<file path="config.mk">
export PLATFORM = sky130hd
export DESIGN_NAME = card_power_seq
export DESIGN_NICKNAME = d
export VERILOG_FILES = /design/src/rtl/card_seq_pkg.sv /design/src/rtl/seq_countdown.sv /design/src/rtl/seq_flags.sv /design/src/rtl/card_power_seq.sv
export SDC_FILE = /design/constraint.sdc
export NUM_CORES = 1
export LEC_CHECK = 0
export ABC_AREA = 1
export BUFFER_PORTS_ARGS = -buffer_cell sky130_fd_sc_hd__buf_2
export CORE_UTILIZATION = 55
export CTS_CLUSTER_SIZE = 40
export DETAILED_ROUTE_END_ITERATION = 12
export MAX_ROUTING_LAYER = met4
export PLACE_DENSITY = 0.83
export SLEW_MARGIN = 20
export SYNTH_ARGS = -nofsm -noshare
export SYNTH_HDL_FRONTEND = slang
export SYNTH_HIERARCHICAL = 1
export SYNTH_SLANG_ARGS = --single-unit
export TNS_END_PERCENT = 10
</file>
<file path="constraint.sdc">
create_clock -name clk -period 3.9 [get_ports clk]
set_input_delay 0.78 -clock clk [delete_from_list [all_inputs] [get_ports clk]]
set_output_delay 0.78 -clock clk [all_outputs]
set_load 0.05 [all_outputs]
</file>
<file path="src/rtl/card_seq_pkg.sv">
package card_seq_pkg;
  typedef enum logic [3:0] {
    ST_IDLE     = 4'd0,
    ST_PWRUP    = 4'd1,
    ST_IO_WAIT  = 4'd2,
    ST_CLK_WAIT = 4'd3,
    ST_RST_WAIT = 4'd4,
    ST_ATR_WAIT = 4'd5,
    ST_SESSION  = 4'd6,
    ST_DN_RST   = 4'd7,
    ST_DN_CLK   = 4'd8,
    ST_DN_IO    = 4'd9,
    ST_DN_AUX   = 4'd10
  } seq_state_e;

  localparam int FLAG_N = 5;
  localparam int FL_SUP = 0;
  localparam int FL_ATR = 1;
  localparam int FL_RM  = 2;
  localparam int FL_OC  = 3;
  localparam int FL_ERR = 4;
endpackage

</file>
<file path="src/rtl/seq_countdown.sv">
module seq_countdown #(
  parameter int W = 16
) (
  input  logic         clk,
  input  logic         rst_n,
  input  logic         load,
  input  logic [W-1:0] load_val,
  output logic         zero
);
  logic [W-1:0] cnt;

  always_ff @(posedge clk or negedge rst_n) begin
    if (!rst_n)           cnt <= '0;
    else if (load)        cnt <= load_val;
    else if (cnt != '0)   cnt <= cnt - 1'b1;
  end

  assign zero = (cnt == '0);

  // delays elapse one count per cycle once loaded
  a_r7_step_decrement: assert property (@(posedge clk) disable iff (!rst_n)
    (!load && cnt != '0) |=> (cnt == $past(cnt) - 1'b1));
endmodule

</file>
<file path="src/rtl/seq_flags.sv">
module seq_flags #(
  parameter int N = 5
) (
  input  logic         clk,
  input  logic         rst_n,
  input  logic [N-1:0] set,
  input  logic [N-1:0] clr,
  output logic [N-1:0] flags,
  output logic         irq
);
  always_ff @(posedge clk or negedge rst_n) begin
    if (!rst_n) flags <= '0;
    else        flags <= (flags & ~clr) | set;
  end

  assign irq = |flags;

  // a flag not written with one stays set
  a_r12_sticky: assert property (@(posedge clk) disable iff (!rst_n)
    1'b1 |=> ((flags & $past(flags & ~clr)) == $past(flags & ~clr)));
endmodule

</file>
<file path="src/rtl/card_power_seq.sv">
module card_power_seq
  import card_seq_pkg::*;
#(
  parameter int TW       = 16,
  parameter int VW       = 2,
  parameter int IO_GAP   = 2,
  parameter int CLK_GAP  = 2,
  parameter int STEP_GAP = 2
) (
  input  logic              clk,
  input  logic              rst_n,
  input  logic              if_sel,
  input  logic [VW-1:0]     vsel,
  input  logic              ready_start,
  input  logic              rst_hold,
  input  logic              deact_cmd,
  input  logic              vcc_ok,
  input  logic              card_present,
  input  logic              overcurrent,
  input  logic              other_err,
  input  logic              ts_seen,
  input  logic [TW-1:0]     vcc_tmo,
  input  logic [TW-1:0]     clk_rst_dly,
  input  logic [TW-1:0]     atr_limit,
  input  logic [FLAG_N-1:0] flag_clr,
  output logic              vcc_en,
  output logic              io_rel,
  output logic              clk_en,
  output logic              rst_out,
  output logic              c4_out,
  output logic              c8_out,
  output logic              deact_done,
  output logic              irq,
  output logic [3:0]        state_o,
  output logic [FLAG_N-1:0] flags_o
);
  localparam logic [TW-1:0] IO_LD   = TW'(IO_GAP - 1);
  localparam logic [TW-1:0] CLK_LD  = TW'(CLK_GAP - 1);
  localparam logic [TW-1:0] STEP_LD = TW'(STEP_GAP - 1);

  seq_state_e        state, nxt;
  logic              armed, start, active, trip;
  logic              tmr_load, tmr_zero, wd_load, wd_zero;
  logic [TW-1:0]     tmr_val, rst_ld, atr_ld;
  logic [FLAG_N-1:0] fset;
  logic              aux_on;

  assign rst_ld = (clk_rst_dly == '0) ? '0 : clk_rst_dly - 1'b1;
  assign atr_ld = (atr_limit == '0) ? '0 : atr_limit - 1'b1;
  assign start  = (state == ST_IDLE) && if_sel && (vsel != '0) && armed;
  assign active = state inside {ST_PWRUP, ST_IO_WAIT, ST_CLK_WAIT,
                                ST_RST_WAIT, ST_ATR_WAIT, ST_SESSION};
  assign trip   = active && (!card_present || overcurrent || other_err || deact_cmd);

  // request must pass through zero before it can start again
  always_ff @(posedge clk or negedge rst_n) begin
    if (!rst_n)            armed <= 1'b1;
    else if (vsel == '0)   armed <= 1'b1;
    else if (start)        armed <= 1'b0;
  end

  always_comb begin
    nxt      = state;
    tmr_load = 1'b0;
    tmr_val  = '0;
    wd_load  = 1'b0;
    fset     = '0;
    if (trip) begin
      nxt          = ST_DN_RST;
      tmr_load     = 1'b1;
      tmr_val      = STEP_LD;
      fset[FL_RM]  = !card_present;
      fset[FL_OC]  = overcurrent;
      fset[FL_ERR] = other_err;
    end else begin
      unique case (state)
        ST_IDLE: if (start) begin
          nxt     = ST_PWRUP;
          wd_load = 1'b1;
        end
        ST_PWRUP: begin
          if (vcc_ok && (ready_start || wd_zero)) begin
            nxt      = ST_IO_WAIT;
            tmr_load = 1'b1;
            tmr_val  = IO_LD;
          end else if (wd_zero) begin
            nxt          = ST_DN_RST;
            tmr_load     = 1'b1;
            tmr_val      = STEP_LD;
            fset[FL_SUP] = 1'b1;
          end
        end
        ST_IO_WAIT: if (tmr_zero) begin
          nxt      = ST_CLK_WAIT;
          tmr_load = 1'b1;
          tmr_val  = CLK_LD;
        end
        ST_CLK_WAIT: if (tmr_zero) begin
          nxt      = ST_RST_WAIT;
          tmr_load = 1'b1;
          tmr_val  = rst_ld;
        end
        ST_RST_WAIT: begin
          if (rst_hold) begin
            tmr_load = 1'b1;
            tmr_val  = rst_ld;
          end else if (tmr_zero) begin
            nxt      = ST_ATR_WAIT;
            tmr_load = 1'b1;
            tmr_val  = atr_ld;
          end
        end
        ST_ATR_WAIT: begin
          if (ts_seen) nxt = ST_SESSION;
          else if (tmr_zero) begin
            nxt          = ST_SESSION;
            fset[FL_ATR] = 1'b1;
          end
        end
        ST_SESSION: if (rst_hold) begin
          nxt      = ST_RST_WAIT;
          tmr_load = 1'b1;
          tmr_val  = rst_ld;
        end
        ST_DN_RST, ST_DN_CLK, ST_DN_IO: if (tmr_zero) begin
          nxt      = seq_state_e'(state + 4'd1);
          tmr_load = 1'b1;
          tmr_val  = STEP_LD;
        end
        ST_DN_AUX: if (tmr_zero) nxt = ST_IDLE;
        default: nxt = ST_IDLE;
      endcase
    end
  end

  // contact levels change only on entry into a state
  always_ff @(posedge clk or negedge rst_n) begin
    if (!rst_n) begin
      state      <= ST_IDLE;
      vcc_en     <= 1'b0;
      io_rel     <= 1'b0;
      clk_en     <= 1'b0;
      rst_out    <= 1'b0;
      aux_on     <= 1'b0;
      deact_done <= 1'b0;
    end else begin
      state <= nxt;
      if (nxt != state) begin
        unique case (nxt)
          ST_PWRUP:    begin vcc_en <= 1'b1; deact_done <= 1'b0; end
          ST_CLK_WAIT: begin io_rel <= 1'b1; aux_on <= 1'b1; end
          ST_RST_WAIT: begin clk_en <= 1'b1; rst_out <= 1'b0; end
          ST_ATR_WAIT: rst_out <= 1'b1;
          ST_DN_RST:   rst_out <= 1'b0;
          ST_DN_CLK:   clk_en <= 1'b0;
          ST_DN_IO:    io_rel <= 1'b0;
          ST_DN_AUX:   aux_on <= 1'b0;
          ST_IDLE:     begin vcc_en <= 1'b0; deact_done <= 1'b1; end
          default: ;
        endcase
      end
    end
  end

  assign c4_out  = aux_on;
  assign c8_out  = aux_on;
  assign state_o = state;

  seq_countdown #(.W(TW)) u_step_tmr (
    .clk(clk), .rst_n(rst_n), .load(tmr_load), .load_val(tmr_val), .zero(tmr_zero));

  seq_countdown #(.W(TW)) u_wd_tmr (
    .clk(clk), .rst_n(rst_n), .load(wd_load), .load_val(vcc_tmo), .zero(wd_zero));

  seq_flags #(.N(FLAG_N)) u_flags (
    .clk(clk), .rst_n(rst_n), .set(fset), .clr(flag_clr), .flags(flags_o), .irq(irq));

  // supply only rises under a qualified request
  a_r2_start_qualified: assert property (@(posedge clk) disable iff (!rst_n)
    $rose(vcc_en) |-> ($past(if_sel) && ($past(vsel) != '0)));
  // supply comes first, auxiliary contacts follow I/O
  a_r5_vcc_first: assert property (@(posedge clk) disable iff (!rst_n)
    $rose(vcc_en) |-> !(io_rel || clk_en || rst_out));
  a_r5_aux_with_io: assert property (@(posedge clk) disable iff (!rst_n)
    $rose(io_rel) |-> (c4_out && c8_out));
  // clock never starts ahead of I/O release
  a_r6_clk_after_io: assert property (@(posedge clk) disable iff (!rst_n)
    $rose(clk_en) |-> io_rel);
  // reset released only with clock and no hold
  a_r8_rst_release: assert property (@(posedge clk) disable iff (!rst_n)
    $rose(rst_out) |-> (clk_en && !$past(rst_hold)));
  // every contact low when the supply drops
  a_r11_contacts_low: assert property (@(posedge clk) disable iff (!rst_n)
    $fell(vcc_en) |-> (!(rst_out || clk_en || io_rel || c4_out || c8_out) && deact_done));
endmodule

</file>
Word-level counts from Yosys, hierarchy flattened

Cells that the tools add are included.

Add/sub/neg operators: 5
Equal/unequal tests: 19
Multiplexer cells: 53
Bitwise operators: 3
Reduce and logical (&&, ||, !) cells: 39

Operators with widths:

| cell                    | number |
|---|---|
| $mux W16                | 11 |
| $pmux W16 S5            | 1 |
| $logic_not A16 Y1       | 4 |
| $sub A16 B1 Y16 const B | 4 |
| $mux W4                 | 13 |
| $pmux W4 S9             | 1 |
| $reduce_bool A16 Y1     | 2 |
| $eq A4 B3 Y1 const B    | 7 |
| $eq A4 B4 Y1 const B    | 6 |
| $mux W1                 | 18 |
| $reduce_bool A2 Y1      | 9 |
| $eq A4 B2 Y1 const B    | 3 |
| $pmux W1 S2             | 6 |
| $reduce_and A2 Y1       | 5 |
| $reduce_or A5 Y1        | 2 |
| $eq A4 B1 Y1 const B    | 2 |
| $logic_not A4 Y1        | 2 |
| $reduce_bool A6 Y1      | 1 |
| $and A5 B5 Y5           | 1 |
| $logic_and A1 B1 Y1     | 5 |
| $not A5 Y5              | 1 |
| $or A5 B5 Y5            | 1 |
| $add A4 B1 Y4 const B   | 1 |
| $logic_or A1 B1 Y1      | 4 |
| other kinds (9)         | 9 |

Register bits after elaboration: 48
Bits of input ports: 66
Output and inout port bits: 17
Word-level logic and storage cells: 130

Longest topological paths before layout

Gate-level depths: netlist of run 1.

Depth in word-level cells: 11
Mapped depth: 22
Depth with buffers taken out: 22

By module

The synthesis of run 1 kept the hierarchy.

By module, submodules not included:

| module                      | times used | cells each | area each (um2) | sequential area each (um2) |
|---|---|---|---|---|
| card_power_seq              | 1          | 363        | 2068.2          | 276.5 |
| seq_countdown at u_wd_tmr   | 1          | 168        | 1133.6          | 400.4 |
| seq_countdown at u_step_tmr | 1          | 168        | 1118.6          | 400.4 |
| seq_flags                   | 1          | 18         | 209.0           | 125.1 |

Worst setup path before layout of run 1

Ideal clock, no wire load.

Path kind: reg2reg
Start: register u_step_tmr.cnt[0]
End: register aux_on (netlist: c4_out)
Setup time: 0.119 ns
Arrival: 2.799 ns
Data required time: 3.781 ns
Setup slack: 0.981 ns
Cell stages (with the launch flop): 17
Buffers on the path: 0
Clock period less this slack: 2.919 ns
Cell sequence: dfrtp_1 -> inv_1 -> ha_1 -> nand2_2 -> nor2_1 -> nand3_1 -> nor3_1 -> inv_2 -> ha_1 -> a21oi_1 -> nand3_1 -> nor2_2 -> a21oi_1 -> nor2_2 -> nand2_4 -> nand3_1 -> nand2_1

Longest elaborated chain between the ends: 8
Elaborated cells on any way between the ends: 17
Those cells by class: eq/ne: 3; mux: 11; reduce/logical: 3

RTL lines:

| element                                             | RTL line                                     | source |
|---|---|---|
| from (decl)                                         | seq_countdown.sv:10                          | `logic [W-1:0] cnt;` |
| from (signal assigned)                              | seq_countdown.sv:14                          | `else if (load) cnt <= load_val;` |
| from (signal assigned)                              | seq_countdown.sv:15                          | `else if (cnt != '0) cnt <= cnt - 1'b1;` |
| $logic_not A16 Y1 *                                 | seq_countdown.sv:18                          | `assign zero = (cnt == '0);` |
| net tmr_zero                                        | card_power_seq.sv:43                         | `logic tmr_load, tmr_zero, wd_load, wd_zero;` |
| $mux W4 (on tied branches)                          | card_power_seq.sv:115, card_power_seq.sv:107 |  |
| $mux W4 (on tied branches)                          | card_power_seq.sv:114, card_power_seq.sv:104 |  |
| $pmux W4 S9 *                                       | card_power_seq.sv:76                         | `unique case (state)` |
| $mux W4 *                                           | card_power_seq.sv:68                         | `if (trip) begin` |
| $eq A4 B4 Y1 / $eq A4 B2 Y1 (equally long branches) | card_power_seq.sv:149                        | `unique case (nxt)` |
| $reduce_bool A2 Y1 (no line)                        | --                                           |  |
| $reduce_and A2 Y1 (no line)                         | --                                           |  |
| to (signal assigned)                                | card_power_seq.sv:144                        | `aux_on <= 1'b0;` |
| to (signal assigned)                                | card_power_seq.sv:151                        | `ST_CLK_WAIT: begin io_rel <= 1'b1; aux_on <= 1'b1; end` |
| to (signal assigned)                                | card_power_seq.sv:157                        | `ST_DN_AUX: aux_on <= 1'b0;` |
| to (decl)                                           | card_power_seq.sv:46                         | `logic aux_on;` |

Mark *: on every way through the listed nets, which the timed path passes. The rest lies on a longest branch.
A chain may end at the register's enable or synchronous reset.

Final worst setup path of run 1

Start: register u_step_tmr.cnt[0]
End: register u_step_tmr.cnt[0]

Longest elaborated chain between the ends: 6
Elaborated cells on any way between the ends: 16
Those cells by class: add/sub: 1; mux: 12; reduce/logical: 3

RTL lines:

| element             | RTL line              | source |
|---|---|---|
| $logic_not A16 Y1 * | seq_countdown.sv:18   |  |
| net tmr_zero        | card_power_seq.sv:43  |  |
| $mux W16            | card_power_seq.sv:107 | `end else if (tmr_zero) begin` |
| $mux W16            | card_power_seq.sv:104 | `if (rst_hold) begin` |
| $pmux W16 S5 *      | card_power_seq.sv:76  |  |
| $mux W16 *          | card_power_seq.sv:68  |  |
| net tmr_val[0]      | card_power_seq.sv:44  | `logic [TW-1:0] tmr_val, rst_ld, atr_ld;` |
| $mux W16 *          | seq_countdown.sv:14   |  |

Mark *: on every way through the listed nets, which the timed path passes. The rest lies on a longest branch. The select of a mux whose other input is x is not followed.

==> metrics, run 1 <==
outcome finished, final reports clean; crit end category register; ANT cells 0; RSZ-0062 raised after global routing no; syn_area_per_cell 6.317 µm²; Clk pin slew, worst setup/hold paths 0.10 ns; Die Wd 92.75 µm; CP max FO 11; clock tree from TritonCTS yes; Synth cell types 39; DRT Pass-1 Iters 5; htree depth 2; Net Count, Synth 794; NumNets Final 876; Post-CTS Setup Bufs 0; clk_skew 0.01146 ns; Slew Limit Fails 0; Final ANT Viol Nets 0; #FFs+latches synth 48; Most common cell on crit path nand2_1; Final Cell Area 5125 µm²; drt wl/cell 12.75 µm; Max transition margin 64.76%; asr flop ratio synth 100.0%; routability cong. 0.9970; Post-CTS Resized 0; CTS Hold Bufs 0; Worst-Skew Late Latency 0.30 ns; highest clock rate 0.3247 GHz; gr ovfl total 0; I/O pins 83; maximum VDD drop 0.0008259 V; Syn. warnings 6; CP required 4.12 ns; PD cells 761.5 nW/µm²; final setup fails 0; Worst-Margin Slew 0.5286 ns; Top Family by Delay on Critical Path simple AND/OR/NAND/NOR gates; total die area 8602 µm²; fraction of the yosys area taken by sequential cells 26.55%; HP Class in -> async; Worst setup SP type register; Iteration-0 DRC Markers 276; max-cap violations 0; ys flop type dfrtp_1; via count 4,792; fin crit period 3.080 ns; EDFF count, synth 0; DR vias/cell 5.313; CP bufs+invs 5; R2R cell count 19; crit path DAT 3.30 ns; DRC viols 0; final wirelength 11.50 mm; first-pass GRT wire length 19.87 mm; Initial Util 57.72%; CTS sink cnt 48; number of port buffers 82; r2r endpoint u_step_tmr/cnt[0]; critical path type reg -> reg; number of global-route vias before repair 4,467; final setup TNS 0 ns; Crit-path slowest cell dfrtp_1; dpl hpwl 9.245 mm; total track usage 28.73%; placed inst area 5029 µm²; P_leak 0.002799 µW; Layout area overhead 13.15%; layout cells sized above 1 19.63%; CTS Buf Count 5; Rows 32; final hold viol count 0; RR Startpoint u_step_tmr/cnt[0]; die height 92.75 µm; CTS Buffer Depth 2; Cell Area, Synth 4529 µm²; synthesized instance count 717; CP startpoint u_step_tmr/cnt[0]; CP max stage delay 0.40 ns; core box area 7848 µm²; largest net degree at the start of global routing 27; initial antenna violation count 0; CP cell instances inv_1 > ha_1 > nand2_2 > nor2_1 > nand3_1 > nor3_1 > buf_4 > inv_2 > nor2_1 > a21oi_1 > inv_1 > nand2_1 > inv_1 > nand2_1 > o2111ai_1 > nand2_1 > o21ai_0 > nand2_1 > o21ai_1; Reg2Reg Setup Slack 0.82 ns; fin crit share 78.97%; CTS Root Cell clkbuf_8
final cells by class:
cell class / instances / area, µm²
clock buffers: 6 / 82.58
clock inverters: 2 / 13.76
fillers: 764 / 2723
inverters: 100 / 375.4
multi-input cells: 558 / 2883
flip-flops and latches: 48 / 1202
well taps: 102 / 127.6
repair buffers: 86 / 440.4
layer usage:
layer | GRT usage (%) | up-vias | part of all wire (%)
met5 | - | - | 0
met4 | 7.179 | 0 | 1.2
met3 | 3.284 | 15 | 5.4
met2 | 47.84 | 165 | 49
met1 | 37.37 | 2191 | 45
li1 | - | 2421 | -
flip-flops by register name, indices dropped and copies added, names as in the netlist, 4 cells and up:
signal and count:
state_o 4, u_flags/flags 5, u_step_tmr/cnt 16, u_wd_tmr/cnt 16
layout by cell type, fill, tap and decap left out, types with 12 or more instances in the layout:
cell | synthesis | final
a21oi_1 | 16 | 16
dfrtp_1 | 47 | 47
o21ai_0 | 16 | 16
xor2_1 | 23 | 23
nor2_1 | 111 | 111
nand3_1 | 54 | 54
xnor2_1 | 12 | 12
nor2_2 | 17 | 17
inv_1 | 93 | 93
nand2_1 | 206 | 206
buf_2 | 4 | 82
synth_stat cells (7+ instances only):
library cell	n	area [µm²]
nand2_1	206	773.2
nor2_1	111	416.7
inv_1	93	349.1
nand3_1	54	270.3
dfrtp_1	47	1176
xor2_1	23	201.4
nor2_2	17	106.4
a21oi_1	16	80.08
o21ai_0	16	80.08
xnor2_1	12	105.1
ha_1	11	137.6
nand2_2	10	62.56
nand3_2	9	90.09
nand3b_1	8	60.06
o21bai_1	8	60.06
inv_2	7	26.28
nor2_4	7	78.83
nor3_1	7	35.03
how the worst max path moves through the flow:
stage	to	slack, ns	cells past startpoint
2_1_floorplan	c4_out	0.98	16
3_3_place_gp	u_step_tmr/cnt[8]	0.83	14
3_5_place_dp	u_step_tmr/cnt[8]	0.80	14
4_1_cts	c4_out	0.88	19
5_1_grt	u_step_tmr/cnt[0]	0.42	19
6_report	u_step_tmr/cnt[0]	0.82	19
cells by family after synthesis:
group,Yosys count,synth area share [%]
AOI/OAI and AO/OA,66,9.089
xor gates and xnor gates,35,6.768
adders and majority gates,11,3.039
buffers and inverters,111,9.806
DFF,48,26.55
and+or+nand+nor,446,44.75
per-stage QoR:
step,utilization [%],worst slack [ns],power (µW),instances,hold slack (ns)
after floorplan,-,0.9813,3040,717,0.4428
after global placement,64.08,0.8320,3498,894,0.4494
after detailed placement,64.08,0.8012,3563,894,0.4536
after CTS,65.31,0.8796,3901,902,0.4594
after global routing,65.31,0.4208,4304,902,0.4715
final,65.31,0.8203,3903,902,0.4397
power breakdown:
part / internal [µW] / switching [µW] / total [µW]
Combinational: 843 / 1830 / 2670
Clock: 145 / 177 / 322
Sequential: 710 / 198 / 908
Total: 1700 / 2200 / 3900
worst reg2reg max path, stage by stage (launching register included):
cell and delay, ns:
dfrtp_1 0.40, inv_1 0.12, ha_1 0.27, nand2_2 0.12, nor2_1 0.19, nand3_1 0.12, nor3_1 0.21, buf_4 0.20
inv_2 0.11, nor2_1 0.16, a21oi_1 0.08, inv_1 0.07, nand2_1 0.18, inv_1 0.28, nand2_1 0.09, o2111ai_1 0.10
nand2_1 0.08, o21ai_0 0.07, nand2_1 0.07, o21ai_1 0.08
No activity file was read; power rests on OpenSTA's default activity.
==> inputs of run 2 (changes only) <==
clock period = 3 ns   (was 3.9 ns; I/O delays follow)
==> run 2 against run 1 <==
Compared with the run above:
- register-to-register slack got worse by 0.63 ns
- critical path depth down 3
- cell count rose by 0.89%
- final area rose by 2.0%
- worst hold slack got worse by 0.16 ns
- largest cell class unchanged
- critical endpoint is now c4_out
- count of clock-buffer cells in the layout is the same
- largest power group unchanged
- critical path type unchanged
- combinational power rose by 37%
- global-route usage up 0.38 points
==> metrics, run 2 (same netlist as run 1, synthesis figures left out) <==
HP Class in -> async; PD cells 999.8 nW/µm² (+31%); Register Area 1202 µm² (unchanged); placed inst area 5089 µm² (+1.2%); CTS Root Cell clkbuf_8; CP max stage delay 0.38 ns (-0.02 ns); most frequent cells in the layout 206 x nand2_1, 109 x nor2_1, 92 x inv_1, 82 x buf_2, 54 x nand3_1; DR vias/cell 5.167 (-2.7%); Die Wd 92.75 µm (unchanged); Top Family by Delay on Critical Path simple AND/OR/NAND/NOR gates; core box area 7848 µm² (unchanged); final setup fails 0 (unchanged); overall power 5225 µW (+34%); Max transition margin 61.96% (-2.8 points); total die area 8602 µm² (unchanged); Final ANT Viol Nets 0 (unchanged); CTS sink cnt 48 (unchanged); RSZ-0062 raised after global routing yes; fin util 66.60% (+1.3 points); Worst-Margin Slew 0.5706 ns (+0.04198 ns); critical path type reg -> reg; number of global-route vias before repair 4,446 (-0.47%); DRT Pass-1 Iters 4 (-1); dpl hpwl 9.149 mm (-1.0%); via count 4,702 (-1.9%); CP required 3.21 ns (-0.91 ns); fin crit share 93.56% (+15 points); die height 92.75 µm (unchanged); I/O pins 83 (unchanged); CP max FO 11 (unchanged); commonest non-fill, non-tap cell in the layout nand2_1; Layout area overhead 15.39%; highest clock rate 0.3563 GHz (+9.7%); total track usage 29.11% (+0.38 points); crit end category register; Crit-path slowest cell dfrtp_1; largest net degree at the start of global routing 26 (-3.7%); final hold viol count 0 (unchanged); CP bufs+invs 2 (-3); Initial Util 57.72% (unchanged); number of port buffers 82 (unchanged); final wirelength 11.46 mm (-0.39%); fillers 773 (+1.2%); final setup TNS 0 ns (unchanged); clock tree from TritonCTS yes; first-pass GRT wire length 19.82 mm (-0.25%); routability cong. 1.011 (+1.4%); outcome finished, final reports clean; clk_skew 0.01439 ns (+0.002935 ns); Rows 32 (unchanged); Slew Limit Fails 0 (unchanged); gr ovfl total 0 (unchanged); Iteration-0 DRC Markers 235 (-15%); Largest regs u_step_tmr/cnt x16, u_wd_tmr/cnt x16, u_flags/flags x5; NumNets Final 884 (+0.91%); CP cell instances inv_1 > ha_2 > nand2_2 > nor2_1 > nand3_1 > nor3_4 > inv_2 > ha_1 > a21oi_1 > nand3_1 > nor2_4 > a21oi_1 > nor2_2 > nand2_4 > nand3_1 > nand2_1; Final Cell Area 5226 µm² (+2.0%); Multi-input gate area 2924 µm² (+1.4%); P_leak 0.002836 µW (+1.3%); htree depth 2 (unchanged); Clk pin slew, worst setup/hold paths 0.10 ns (about the same); crit path DAT 3.01 ns (-0.29 ns); fin crit period 2.807 ns (-0.2728 ns); Hold WS 0.2803 ns (-0.1594 ns); Worst-Skew Late Latency 0.31 ns (about the same); maximum VDD drop 0.001047 V (+27%); ANT cells 0 (unchanged); drt wl/cell 12.59 µm (-1.3%); max-cap violations 0 (unchanged); layout cells sized above 1 21.29% (+1.7 points); Most common cell on crit path nand3_1; DRC viols 0 (unchanged); CTS Buf Count 5 (unchanged); initial antenna violation count 0 (unchanged); CTS Buffer Depth 2 (unchanged); Worst setup SP type register
==> run 2: changes by cell type in the layout (fill, tap and decap cells not counted), moves of 2 or more <==
cell	before	now
ha_2	0	2
nor2_1	111	109
ha_1	11	9
buf_4	4	12
nor2_4	7	10
nor3_1	7	5
==> run 2: timing repair <==
item,in CTS,in global routing
hold buffers,0,0
setup buffers,0,0
resized for setup,0,11
setup endpoints to repair,0,15
==> run 2: path summary, 6_finish.rpt <==
| path | cells after the start | end | slack, ns | start |
|---|---|---|---|---|
| setup / recovery | 16 | c4_out | 0.19 | u_step_tmr/cnt[0] |
| hold / removal | 1 | u_wd_tmr/cnt[7] | 0.28 | rst_n |
| setup reg to reg | 16 | c4_out | 0.19 | u_step_tmr/cnt[0] |
| hold reg to reg | 2 | armed | 0.47 | armed |
| max in group asynchronous | 2 | u_wd_tmr/cnt[3] | 1.98 | rst_n |
| min in group clk | 2 | u_flags/flags[1] | 0.46 | flag_clr[1] |
==> run 2: layout make-up <==
type | instances | share of cell area, %
flip-flops and latches | 48 | 23.01
repair buffers | 94 | 9.576
clock inverters | 2 | 0.2633
clock buffers | 6 | 1.580
multi-input cells | 558 | 55.95
inverters | 100 | 7.182
well taps | 102 | 2.442
==> run 2: metrics by stage <==
step           worst slack [ns]  instances
6_report                 0.1931        910
5_1_grt                -0.01378        910
4_1_cts                0.006368        910
3_5_place_dp            0.03692        902
3_3_place_gp             0.1637        902
2_1_floorplan           0.08127        717
==> run 2: per-layer routing <==
| layer | track usage (%) | wire length (µm) | vias to the layer above |
|---|---|---|---|
| met2 | 47.90 | 5530 | 144 |
| li1 | - | - | 2433 |
| met5 | - | 0 | - |
| met1 | 37.66 | 5090 | 2105 |
| met4 | 8.333 | 223 | 0 |
| met3 | 3.777 | 611 | 20 |
==> run 2: where the power goes <==
group	internal [µW]	total, µW	switching [µW]
sequential	924	1160	241
combinational	1170	3650	2470
clock	189	415	226
==> run 2: worst register-to-register path, cell delays in order, from the launching register on <==
cell     delay [ns]
dfrtp_1        0.38
inv_1          0.10
ha_2           0.24
nand2_2        0.10
nor2_1         0.16
nand3_1        0.16
nor3_4         0.21
inv_2          0.14
ha_1           0.22
a21oi_1        0.15
nand3_1        0.14
nor2_4         0.19
a21oi_1        0.10
nor2_2         0.15
nand2_4        0.11
nand3_1        0.10
nand2_1        0.06
